### src/rtl/t8_pkg.sv
package t8_pkg;

    localparam int unsigned WORD_W   = 8;
    localparam int unsigned NUM_REGS = 4;
    localparam int unsigned RIDX_W   = $clog2(NUM_REGS);

    localparam logic [RIDX_W-1:0] REG_A = RIDX_W'(0);
    localparam logic [RIDX_W-1:0] REG_B = RIDX_W'(1);

    typedef enum logic [2:0] {
        ALU_ADD, ALU_MUL, ALU_AND, ALU_OR, ALU_NOT, ALU_XOR, ALU_CMP, ALU_PASS
    } alu_op_e;

    typedef enum logic [3:0] {
        K_NOP, K_STOP, K_JUMP, K_MOVE, K_LOAD, K_STORE,
        K_READ_IN, K_WRITE_OUT, K_ALU, K_BAD
    } kind_e;

    typedef enum logic [1:0] {
        C_ALWAYS, C_NONZERO, C_ZERO, C_ONE
    } cond_e;

    typedef enum logic [2:0] {
        ST_FETCH, ST_DECODE, ST_OPERAND, ST_DATA,
        ST_IN, ST_OUT, ST_COMMIT, ST_HALT
    } state_e;

    typedef struct packed {
        kind_e             kind;
        logic              has_imm;   // instruction carries a second byte
        logic              use_b;     // address, target or operand comes from B
        cond_e             cond;
        logic [RIDX_W-1:0] dst;
        logic [RIDX_W-1:0] src;
        alu_op_e           alu;
    } dec_t;

    function automatic logic cond_met(cond_e c, logic [WORD_W-1:0] a);
        case (c)
            C_ALWAYS:  return 1'b1;
            C_NONZERO: return a != '0;
            C_ZERO:    return a == '0;
            C_ONE:     return a == WORD_W'(1);
            default:   return 1'b0;
        endcase
    endfunction

endpackage

### src/rtl/t8_decode.sv
module t8_decode
    import t8_pkg::*;
(
    input  logic [WORD_W-1:0] opcode,
    output dec_t              dec
);

    logic [3:0] grp;
    logic [3:0] low;

    assign grp = opcode[7:4];
    assign low = opcode[3:0];

    always_comb begin
        dec      = '0;
        dec.kind = K_BAD;
        dec.cond = C_ALWAYS;
        dec.alu  = ALU_PASS;
        case (grp)
            4'h0: begin
                case (low)
                    4'h0: dec.kind = K_NOP;
                    4'h1: dec.kind = K_STOP;
                    4'h2, 4'h3, 4'h4, 4'h5: begin
                        dec.kind    = K_JUMP;
                        dec.has_imm = 1'b1;
                        dec.cond    = (low == 4'h3) ? C_NONZERO :
                                      (low == 4'h4) ? C_ZERO    :
                                      (low == 4'h5) ? C_ONE     : C_ALWAYS;
                    end
                    4'h6, 4'h7, 4'h8, 4'h9, 4'hA: begin
                        dec.kind  = K_JUMP;
                        dec.use_b = 1'b1;
                        dec.cond  = (low == 4'h8) ? C_NONZERO :
                                    (low == 4'h9) ? C_ZERO    :
                                    (low == 4'hA) ? C_ONE     : C_ALWAYS;
                    end
                    default: dec.kind = K_BAD;
                endcase
            end
            4'h1: begin
                dec.kind    = K_MOVE;
                dec.dst     = low[3:2];
                dec.src     = low[1:0];
                dec.has_imm = (low[3:2] == low[1:0]);
            end
            4'h2: begin
                case (low)
                    4'h0: begin dec.kind = K_LOAD;  dec.has_imm = 1'b1; end
                    4'h1: begin dec.kind = K_LOAD;  dec.use_b   = 1'b1; end
                    4'h2: begin dec.kind = K_STORE; dec.has_imm = 1'b1; end
                    4'h3: begin dec.kind = K_STORE; dec.use_b   = 1'b1; end
                    4'h4: dec.kind = K_READ_IN;
                    4'h5: dec.kind = K_WRITE_OUT;
                    default: dec.kind = K_BAD;
                endcase
            end
            4'h3: begin
                if (low <= 4'hA) begin
                    dec.kind = K_ALU;
                    case (low)
                        4'h0, 4'h1: dec.alu = ALU_ADD;
                        4'h2, 4'h3: dec.alu = ALU_MUL;
                        4'h4, 4'h5: dec.alu = ALU_AND;
                        4'h6, 4'h7: dec.alu = ALU_OR;
                        4'h8:       dec.alu = ALU_NOT;
                        default:    dec.alu = ALU_XOR;
                    endcase
                    if (low == 4'h8) begin
                        dec.has_imm = 1'b0;
                        dec.use_b   = 1'b0;
                    end else if (low <= 4'h7) begin
                        dec.has_imm = ~low[0];
                        dec.use_b   = low[0];
                    end else begin
                        dec.has_imm = low[0];
                        dec.use_b   = ~low[0];
                    end
                end
            end
            4'h4: begin
                if (low <= 4'h1) begin
                    dec.kind    = K_ALU;
                    dec.alu     = ALU_CMP;
                    dec.has_imm = low[0];
                    dec.use_b   = ~low[0];
                end
            end
            default: dec.kind = K_BAD;
        endcase
    end

endmodule

### src/rtl/t8_alu.sv
module t8_alu
    import t8_pkg::*;
#(
    parameter int unsigned W = WORD_W
) (
    input  alu_op_e      op,
    input  logic [W-1:0] a,
    input  logic [W-1:0] b,
    output logic [W-1:0] y
);

    logic [2*W-1:0] prod;

    assign prod = a * b;

    always_comb begin
        case (op)
            ALU_ADD: y = a + b;
            ALU_MUL: y = prod[W-1:0];
            ALU_AND: y = a & b;
            ALU_OR:  y = a | b;
            ALU_NOT: y = ~a;
            ALU_XOR: y = a ^ b;
            ALU_CMP: y = (a < b) ? W'(0) : ((a == b) ? W'(1) : W'(2));
            default: y = b;
        endcase
    end

endmodule

### src/rtl/t8_regfile.sv
module t8_regfile #(
    parameter int unsigned W = 8,
    parameter int unsigned N = 4,
    localparam int unsigned IW = $clog2(N)
) (
    input  logic                clk,
    input  logic                rst,
    input  logic                we,
    input  logic [IW-1:0]       widx,
    input  logic [W-1:0]        wdata,
    output logic [N-1:0][W-1:0] q
);

    for (genvar g = 0; g < N; g++) begin : g_reg
        always_ff @(posedge clk) begin
            if (rst) begin
                q[g] <= '0;
            end else if (we && widx == IW'(g)) begin
                q[g] <= wdata;
            end
        end
    end

endmodule

### src/rtl/t8_core.sv
module t8_core
    import t8_pkg::*;
#(
    parameter int unsigned DATA_W = WORD_W,
    localparam int unsigned ADDR_W = DATA_W
) (
    input  logic              clk,
    input  logic              rst,
    output logic [ADDR_W-1:0] mem_addr,
    output logic              mem_re,
    output logic              mem_we,
    output logic [DATA_W-1:0] mem_wdata,
    input  logic [DATA_W-1:0] mem_rdata,
    input  logic              in_valid,
    input  logic [DATA_W-1:0] in_data,
    output logic              in_ready,
    output logic              out_valid,
    output logic [DATA_W-1:0] out_data,
    input  logic              out_ready,
    output logic              running,
    output logic              halted,
    output logic              fault,
    output logic [ADDR_W-1:0] fault_ip
);

    state_e            state_q, state_d;
    logic [ADDR_W-1:0] ip_q, ip_d;
    logic [DATA_W-1:0] op_q, op_d;
    logic [DATA_W-1:0] arg_q, arg_d;
    logic              fault_q, fault_d;
    logic [ADDR_W-1:0] fault_ip_q, fault_ip_d;

    logic [DATA_W-1:0] cur_op;
    dec_t              dec;

    logic                       rf_we;
    logic [RIDX_W-1:0]          rf_idx;
    logic [DATA_W-1:0]          rf_wdata;
    logic [NUM_REGS-1:0][DATA_W-1:0] rf_q;
    logic [DATA_W-1:0]          a_val, b_val;

    logic [DATA_W-1:0] alu_b, alu_y;
    logic [ADDR_W:0]   seq_ip;
    logic              taken;

    // The opcode is decoded straight off the read port in the decode cycle.
    assign cur_op = (state_q == ST_DECODE) ? mem_rdata : op_q;

    t8_decode u_dec (
        .opcode (cur_op),
        .dec    (dec)
    );

    t8_regfile #(.W(DATA_W), .N(NUM_REGS)) u_rf (
        .clk   (clk),
        .rst   (rst),
        .we    (rf_we),
        .widx  (rf_idx),
        .wdata (rf_wdata),
        .q     (rf_q)
    );

    assign a_val = rf_q[REG_A];
    assign b_val = rf_q[REG_B];
    assign alu_b = dec.use_b ? b_val : arg_q;

    t8_alu #(.W(DATA_W)) u_alu (
        .op (dec.alu),
        .a  (a_val),
        .b  (alu_b),
        .y  (alu_y)
    );

    assign seq_ip = {1'b0, ip_q} + {{ADDR_W{1'b0}}, 1'b1} + {{ADDR_W{1'b0}}, dec.has_imm};
    assign taken  = (dec.kind == K_JUMP) && cond_met(dec.cond, a_val);

    always_comb begin
        state_d    = state_q;
        ip_d       = ip_q;
        op_d       = op_q;
        arg_d      = arg_q;
        fault_d    = fault_q;
        fault_ip_d = fault_ip_q;
        mem_addr   = ip_q;
        mem_re     = 1'b0;
        mem_we     = 1'b0;
        mem_wdata  = a_val;
        in_ready   = 1'b0;
        out_valid  = 1'b0;
        rf_we      = 1'b0;
        rf_idx     = REG_A;
        rf_wdata   = arg_q;

        case (state_q)
            ST_FETCH: begin
                mem_re  = 1'b1;
                state_d = ST_DECODE;
            end
            ST_DECODE: begin
                op_d = mem_rdata;
                if (dec.kind == K_BAD) begin
                    fault_d    = 1'b1;
                    fault_ip_d = ip_q;
                    state_d    = ST_HALT;
                end else if (dec.kind == K_STOP) begin
                    state_d = ST_HALT;
                end else if (dec.has_imm) begin
                    if (&ip_q) begin
                        state_d = ST_HALT;
                    end else begin
                        mem_addr = ip_q + ADDR_W'(1);
                        mem_re   = 1'b1;
                        state_d  = ST_OPERAND;
                    end
                end else begin
                    case (dec.kind)
                        K_LOAD: begin
                            mem_addr = b_val;
                            mem_re   = 1'b1;
                            state_d  = ST_DATA;
                        end
                        K_STORE: begin
                            mem_addr = b_val;
                            mem_we   = 1'b1;
                            state_d  = ST_COMMIT;
                        end
                        K_READ_IN:   state_d = ST_IN;
                        K_WRITE_OUT: state_d = ST_OUT;
                        default:     state_d = ST_COMMIT;
                    endcase
                end
            end
            ST_OPERAND: begin
                arg_d = mem_rdata;
                case (dec.kind)
                    K_LOAD: begin
                        mem_addr = mem_rdata;
                        mem_re   = 1'b1;
                        state_d  = ST_DATA;
                    end
                    K_STORE: begin
                        mem_addr = mem_rdata;
                        mem_we   = 1'b1;
                        state_d  = ST_COMMIT;
                    end
                    default: state_d = ST_COMMIT;
                endcase
            end
            ST_DATA: begin
                arg_d   = mem_rdata;
                state_d = ST_COMMIT;
            end
            ST_IN: begin
                in_ready = 1'b1;
                if (in_valid) begin
                    arg_d   = in_data;
                    state_d = ST_COMMIT;
                end
            end
            ST_OUT: begin
                out_valid = 1'b1;
                if (out_ready) begin
                    state_d = ST_COMMIT;
                end
            end
            ST_COMMIT: begin
                case (dec.kind)
                    K_MOVE: begin
                        rf_we    = 1'b1;
                        rf_idx   = dec.dst;
                        rf_wdata = dec.has_imm ? arg_q : rf_q[dec.src];
                    end
                    K_LOAD, K_READ_IN: begin
                        rf_we    = 1'b1;
                        rf_wdata = arg_q;
                    end
                    K_ALU: begin
                        rf_we    = 1'b1;
                        rf_wdata = alu_y;
                    end
                    default: rf_we = 1'b0;
                endcase
                if (taken) begin
                    ip_d    = dec.use_b ? b_val : arg_q;
                    state_d = ST_FETCH;
                end else if (seq_ip[ADDR_W]) begin
                    state_d = ST_HALT;
                end else begin
                    ip_d    = seq_ip[ADDR_W-1:0];
                    state_d = ST_FETCH;
                end
            end
            default: state_d = ST_HALT;
        endcase
    end

    always_ff @(posedge clk) begin
        if (rst) begin
            state_q    <= ST_FETCH;
            ip_q       <= '0;
            op_q       <= '0;
            arg_q      <= '0;
            fault_q    <= 1'b0;
            fault_ip_q <= '0;
        end else begin
            state_q    <= state_d;
            ip_q       <= ip_d;
            op_q       <= op_d;
            arg_q      <= arg_d;
            fault_q    <= fault_d;
            fault_ip_q <= fault_ip_d;
        end
    end

    assign out_data = a_val;
    assign running  = (state_q != ST_HALT);
    assign halted   = (state_q == ST_HALT);
    assign fault    = fault_q;
    assign fault_ip = fault_ip_q;

endmodule

### config.mk
export PLATFORM = sky130hd
export DESIGN_NAME = t8_core
export DESIGN_NICKNAME = d
export VERILOG_FILES = /design/src/rtl/t8_pkg.sv /design/src/rtl/t8_decode.sv /design/src/rtl/t8_alu.sv /design/src/rtl/t8_regfile.sv /design/src/rtl/t8_core.sv
export SDC_FILE = /design/constraint.sdc
export NUM_CORES = 1
export LEC_CHECK = 0
export BUFFER_PORTS_ARGS = -buffer_cell sky130_fd_sc_hd__buf_2
export CAP_MARGIN = 5
export CORE_MARGIN = 2
export CORE_UTILIZATION = 40
export CTS_CLUSTER_SIZE = 40
export DETAILED_ROUTE_END_ITERATION = 10
export GPL_TIMING_DRIVEN = 0
export PLACE_DENSITY = 0.69
export SLEW_MARGIN = 20
export SYNTH_ARGS = -nofsm -noshare
export SYNTH_HDL_FRONTEND = slang
export SYNTH_SLANG_ARGS = --single-unit
### constraint.sdc
create_clock -name clk -period 13.12 [get_ports clk]
set_input_delay 1.968 -clock clk [delete_from_list [all_inputs] [get_ports clk]]
set_output_delay 1.968 -clock clk [all_outputs]
set_load 0.005 [all_outputs]
==> metrics.log <==
INFO  metric timing_worst_slew_pin_value = 1165 ps
INFO  metric pnr_worst_setup_slack = 5088 ps
INFO  metric grt_util_all_layers = 24.06%
INFO  metric holdPathEnd = fault$_SDFFE_PP0P_
INFO  metric yosys_warnings = 0
INFO  metric clk_pin_slew_worst_paths = 60 ps
INFO  metric maxSlewHeadroom = 20.14%
INFO  metric cts.sink_count = 68
INFO  metric reg2reg_from = state_q[2]$_SDFFE_PP0P_
INFO  metric final_period_minus_worst_setup_slack = 8032 ps
INFO  metric cts-buffers-inserted = 9
INFO  metric route.detailed.drc = 0
INFO  metric post_synth_inst_count = 872
INFO  metric die_y = 132.0 µm
INFO  metric seq_area_frac_synth = 20.76%
INFO  metric yosys.area_share.xor_xnor = 3.053%
INFO  metric footprint_of_the_multi_input_gates = 4603 µm²
INFO  metric ant_nets = 0
INFO  metric yosysUniqueCellTypes = 84
INFO  metric synth_adder_area_share = 12.18%
INFO  metric status = finished clean
INFO  metric worst_hold_path.num_cells = 2
INFO  metric main_combinational_cell_family_by_area_after_synthesis = compound AO/OA/AOI/OAI gates
INFO  metric cts_hold_buffers = 0
INFO  metric final_util = 46.53%
INFO  metric drt_iter0_markers = 670
INFO  metric final-seq-area = 1361 µm²
INFO  metric post_synth_and_or_nand_nor_area_fraction = 22.73%
INFO  metric dieWidth = 132.0 µm
INFO  metric average_cell_area_after_synthesis = 7.519 µm²
INFO  metric layout-area-overhead-vs-synth = 13.15%
INFO  metric cts_setup_buffers = 0
INFO  metric hp-start = fault$_SDFFE_PP0P_
INFO  metric cts_buffer_depth = 2
INFO  metric design.die.area = 17430 µm²
INFO  metric async_s_r_ff_share_synth = 0%
INFO  metric cp-end-kind = register
INFO  metric start_util = 41.12%
INFO  metric critical_path_arrival = 8290 ps
INFO  metric avgRoutedWirePerCell = 18.41 µm
INFO  metric layout.cell_area.non_filler = 7418 µm²
INFO  metric criticalPathCategory = in -> reg
INFO  metric io_pins = 59
INFO  metric clock_tree.root_cell = sky130_fd_sc_hd__clkbuf_16
INFO  metric synth.cell_area = 6556 µm²
INFO  metric final_min_period_over_clock_period = 61.22%
INFO  metric worst_clock_skew = 7.739 ps
INFO  metric worstRegToRegCells = 24
INFO  metric global_route_wire_length_before_repair = 33840 µm
INFO  metric layout-drive-gt1-share = 14.83%
INFO  metric timing.rr.end = u_rf.q[7]$_SDFFE_PP0P_
INFO  metric grt_antenna_before_repair = 0
INFO  metric timing.final.setup_violations = 0
INFO  metric gp_congestion = 0.9547
INFO  metric antenna_cells_inserted = 0
INFO  metric vdd_drop_max = 79.82 µV
INFO  metric cts.htree.levels = 3
INFO  metric synth_area_leaders = sky130_fd_sc_hd__dfxtp_1 21%, sky130_fd_sc_hd__ha_1 8.2%, sky130_fd_sc_hd__nor2_1 7.7%
INFO  metric synth_enable_flop_cells = 0
INFO  metric yosys_most_used_dff = sky130_fd_sc_hd__dfxtp_1
INFO  metric global_route.overflow_total = 0
INFO  metric hold_viol = 0
INFO  metric power = 1.264 mW
INFO  metric via_to_cell_ratio = 5.876
INFO  metric fp-row-count = 46
INFO  metric fillerInstances = 1649
INFO  metric yosysTopAreaCellShare = 20.76%
INFO  metric fin_nets = 1015
INFO  metric synth_fp_nets = 948
INFO  metric critPathRequiredTime = 13380 ps
INFO  metric power.static_leakage = 2.957 nW
INFO  metric fin_tns_setup = 0 ps
INFO  metric buffer_ports.inserted = 56
INFO  metric place_area = 7126 µm²
INFO  metric insertion_delay = 340 ps
INFO  metric drv.max_cap_violation_count = 0
INFO  metric dp_hpwl = 16350 µm
INFO  metric first_global_vias = 6265
INFO  metric setup.reg_to_reg.worst_slack = 6050 ps
INFO  metric synthMuxAreaShare = 8.034%
INFO  metric grt_start_max_net_pins = 13
INFO  metric post_cts_resize_count = 0
INFO  metric via_count = 6816
INFO  metric place_worst_setup_slack = 4817 ps
INFO  metric power.density_cell_area = 170.4 nW/µm²
INFO  metric detail_route.wirelength = 21350 µm
INFO  metric synth_top_area_cell = sky130_fd_sc_hd__dfxtp_1
INFO  metric compound_cell_area_share_of_the_yosys_netlist = 23.93%
INFO  metric ys_ff_latch = 68
INFO  metric cts_tree = yes
INFO  metric worstHoldPathType = reg -> reg
INFO  metric achievable-frequency = 124.5 MHz
INFO  metric timing_max_transition_violations_final = 0
INFO  metric cp-start-kind = primary input
INFO  metric drtPass1Iterations = 6
INFO  metric rsz0062_at_grt = no
INFO  metric coreArea = 15940 µm²
INFO  metric critical_path.max_fanout = 10
## worst max-delay path, cell delays in order
cell	delay, ps
sky130_fd_sc_hd__buf_2	170
sky130_fd_sc_hd__or4b_1	510
sky130_fd_sc_hd__a2111oi_0	580
sky130_fd_sc_hd__o21ai_1	160
sky130_fd_sc_hd__o2bb2ai_2	270
sky130_fd_sc_hd__buf_12	200
sky130_fd_sc_hd__mux2i_2	640
sky130_fd_sc_hd__inv_1	180
sky130_fd_sc_hd__ha_1	300
sky130_fd_sc_hd__ha_1	310
sky130_fd_sc_hd__ha_1	140
sky130_fd_sc_hd__inv_1	50
sky130_fd_sc_hd__fa_1	490
sky130_fd_sc_hd__inv_1	40
sky130_fd_sc_hd__ha_1	220
sky130_fd_sc_hd__fa_1	410
sky130_fd_sc_hd__a21o_1	200
sky130_fd_sc_hd__a21oi_1	190
sky130_fd_sc_hd__xnor2_1	210
sky130_fd_sc_hd__xnor2_1	170
sky130_fd_sc_hd__xnor3_1	240
sky130_fd_sc_hd__xnor3_1	250
sky130_fd_sc_hd__nand4_1	130
sky130_fd_sc_hd__a311oi_2	250
## state kept, by name (all words and copies together), names as in the netlist
name / cells
u_rf.q: 32
op_q: 8
arg_q: 8
state_q: 3
ip_q: 8
fault: 1
fault_ip: 8
## where the power goes
group	switching, mW	leakage, nW	internal [mW]
registers	0.0307	0.550	0.229
clock network	0.0972	0.139	0.147
logic	0.484	2.27	0.276
## through the flow
step | hold slack, ps | cells
6_report | 475.3 | 1160
5_1_grt | 497.9 | 1160
4_1_cts | 476.7 | 1160
3_5_place_dp | 464.1 | 1144
3_3_place_gp | 449.0 | 1144
2_1_floorplan | 465.0 | 872
## cell usage in the layout, fill, tap and decap left out, types with 33 or more instances in the layout
cell type	count
sky130_fd_sc_hd__ha_1	43
sky130_fd_sc_hd__a211oi_1	33
sky130_fd_sc_hd__a21oi_1	55
sky130_fd_sc_hd__clkbuf_1	42
sky130_fd_sc_hd__inv_1	55
sky130_fd_sc_hd__buf_2	67
sky130_fd_sc_hd__dfxtp_1	68
sky130_fd_sc_hd__nor2_1	134
sky130_fd_sc_hd__nand3_1	33
sky130_fd_sc_hd__nand2_1	83
## layout make-up
class	instances	share of cell area [%]
sequential	68	18.35
clock buffer	10	3.087
inverter	56	2.867
clock inverter	6	0.8602
timing repair buffer	56	3.778
multi-input combinational	672	62.05
tap	216	3.643
buffer	76	5.363
## worst max-delay path by stage
stage / start / endpoint / slack, ps / cells past startpoint
finish: mem_rdata[1] / u_rf.q[7]$_SDFFE_PP0P_ / 5090 / 24
global route: mem_rdata[1] / u_rf.q[7]$_SDFFE_PP0P_ / 4900 / 24
CTS: mem_rdata[1] / u_rf.q[7]$_SDFFE_PP0P_ / 5160 / 24
detailed placement: mem_rdata[1] / u_rf.q[7]$_SDFFE_PP0P_ / 4820 / 24
global placement: mem_rdata[1] / u_rf.q[7]$_SDFFE_PP0P_ / 4910 / 24
floorplan: mem_rdata[5] / u_rf.q[7]$_SDFFE_PP0P_ / 5800 / 23
## cells by family (layout without fill, tap and decap cells)
group           count (synthesis)  after routing
simple gates                  324            324
fa+ha+maj                      56             56
buf+inv                       132            204
compound gates                227            227
xor+xnor                       18             18
flops                          68             68
mux                            47             47
## per-layer routing
| metal | part of all wire (%) | track usage, % |
|---|---|---|
| met1 | 44 | 33.29 |
| met2 | 46 | 38.17 |
| met3 | 7.7 | 3.691 |
| met4 | 2.6 | 8.213 |
| met5 | 0 | 0 |
## synthesized netlist by cell type (7+ instances only)
cell type	n
sky130_fd_sc_hd__a211oi_1	33
sky130_fd_sc_hd__a21oi_1	55
sky130_fd_sc_hd__a22oi_1	11
sky130_fd_sc_hd__and3_1	7
sky130_fd_sc_hd__buf_2	11
sky130_fd_sc_hd__buf_4	18
sky130_fd_sc_hd__clkbuf_1	41
sky130_fd_sc_hd__dfxtp_1	68
sky130_fd_sc_hd__fa_1	13
sky130_fd_sc_hd__ha_1	43
sky130_fd_sc_hd__inv_1	55
sky130_fd_sc_hd__mux2_2	10
sky130_fd_sc_hd__mux2i_1	31
sky130_fd_sc_hd__nand2_1	83
sky130_fd_sc_hd__nand3_1	33
sky130_fd_sc_hd__nor2_1	134
sky130_fd_sc_hd__nor3_1	18
sky130_fd_sc_hd__nor4_1	7
sky130_fd_sc_hd__o21ai_0	29
sky130_fd_sc_hd__o21ai_1	10
sky130_fd_sc_hd__o22ai_1	11
sky130_fd_sc_hd__xnor2_1	13
(Power assumes the default switching activity.)
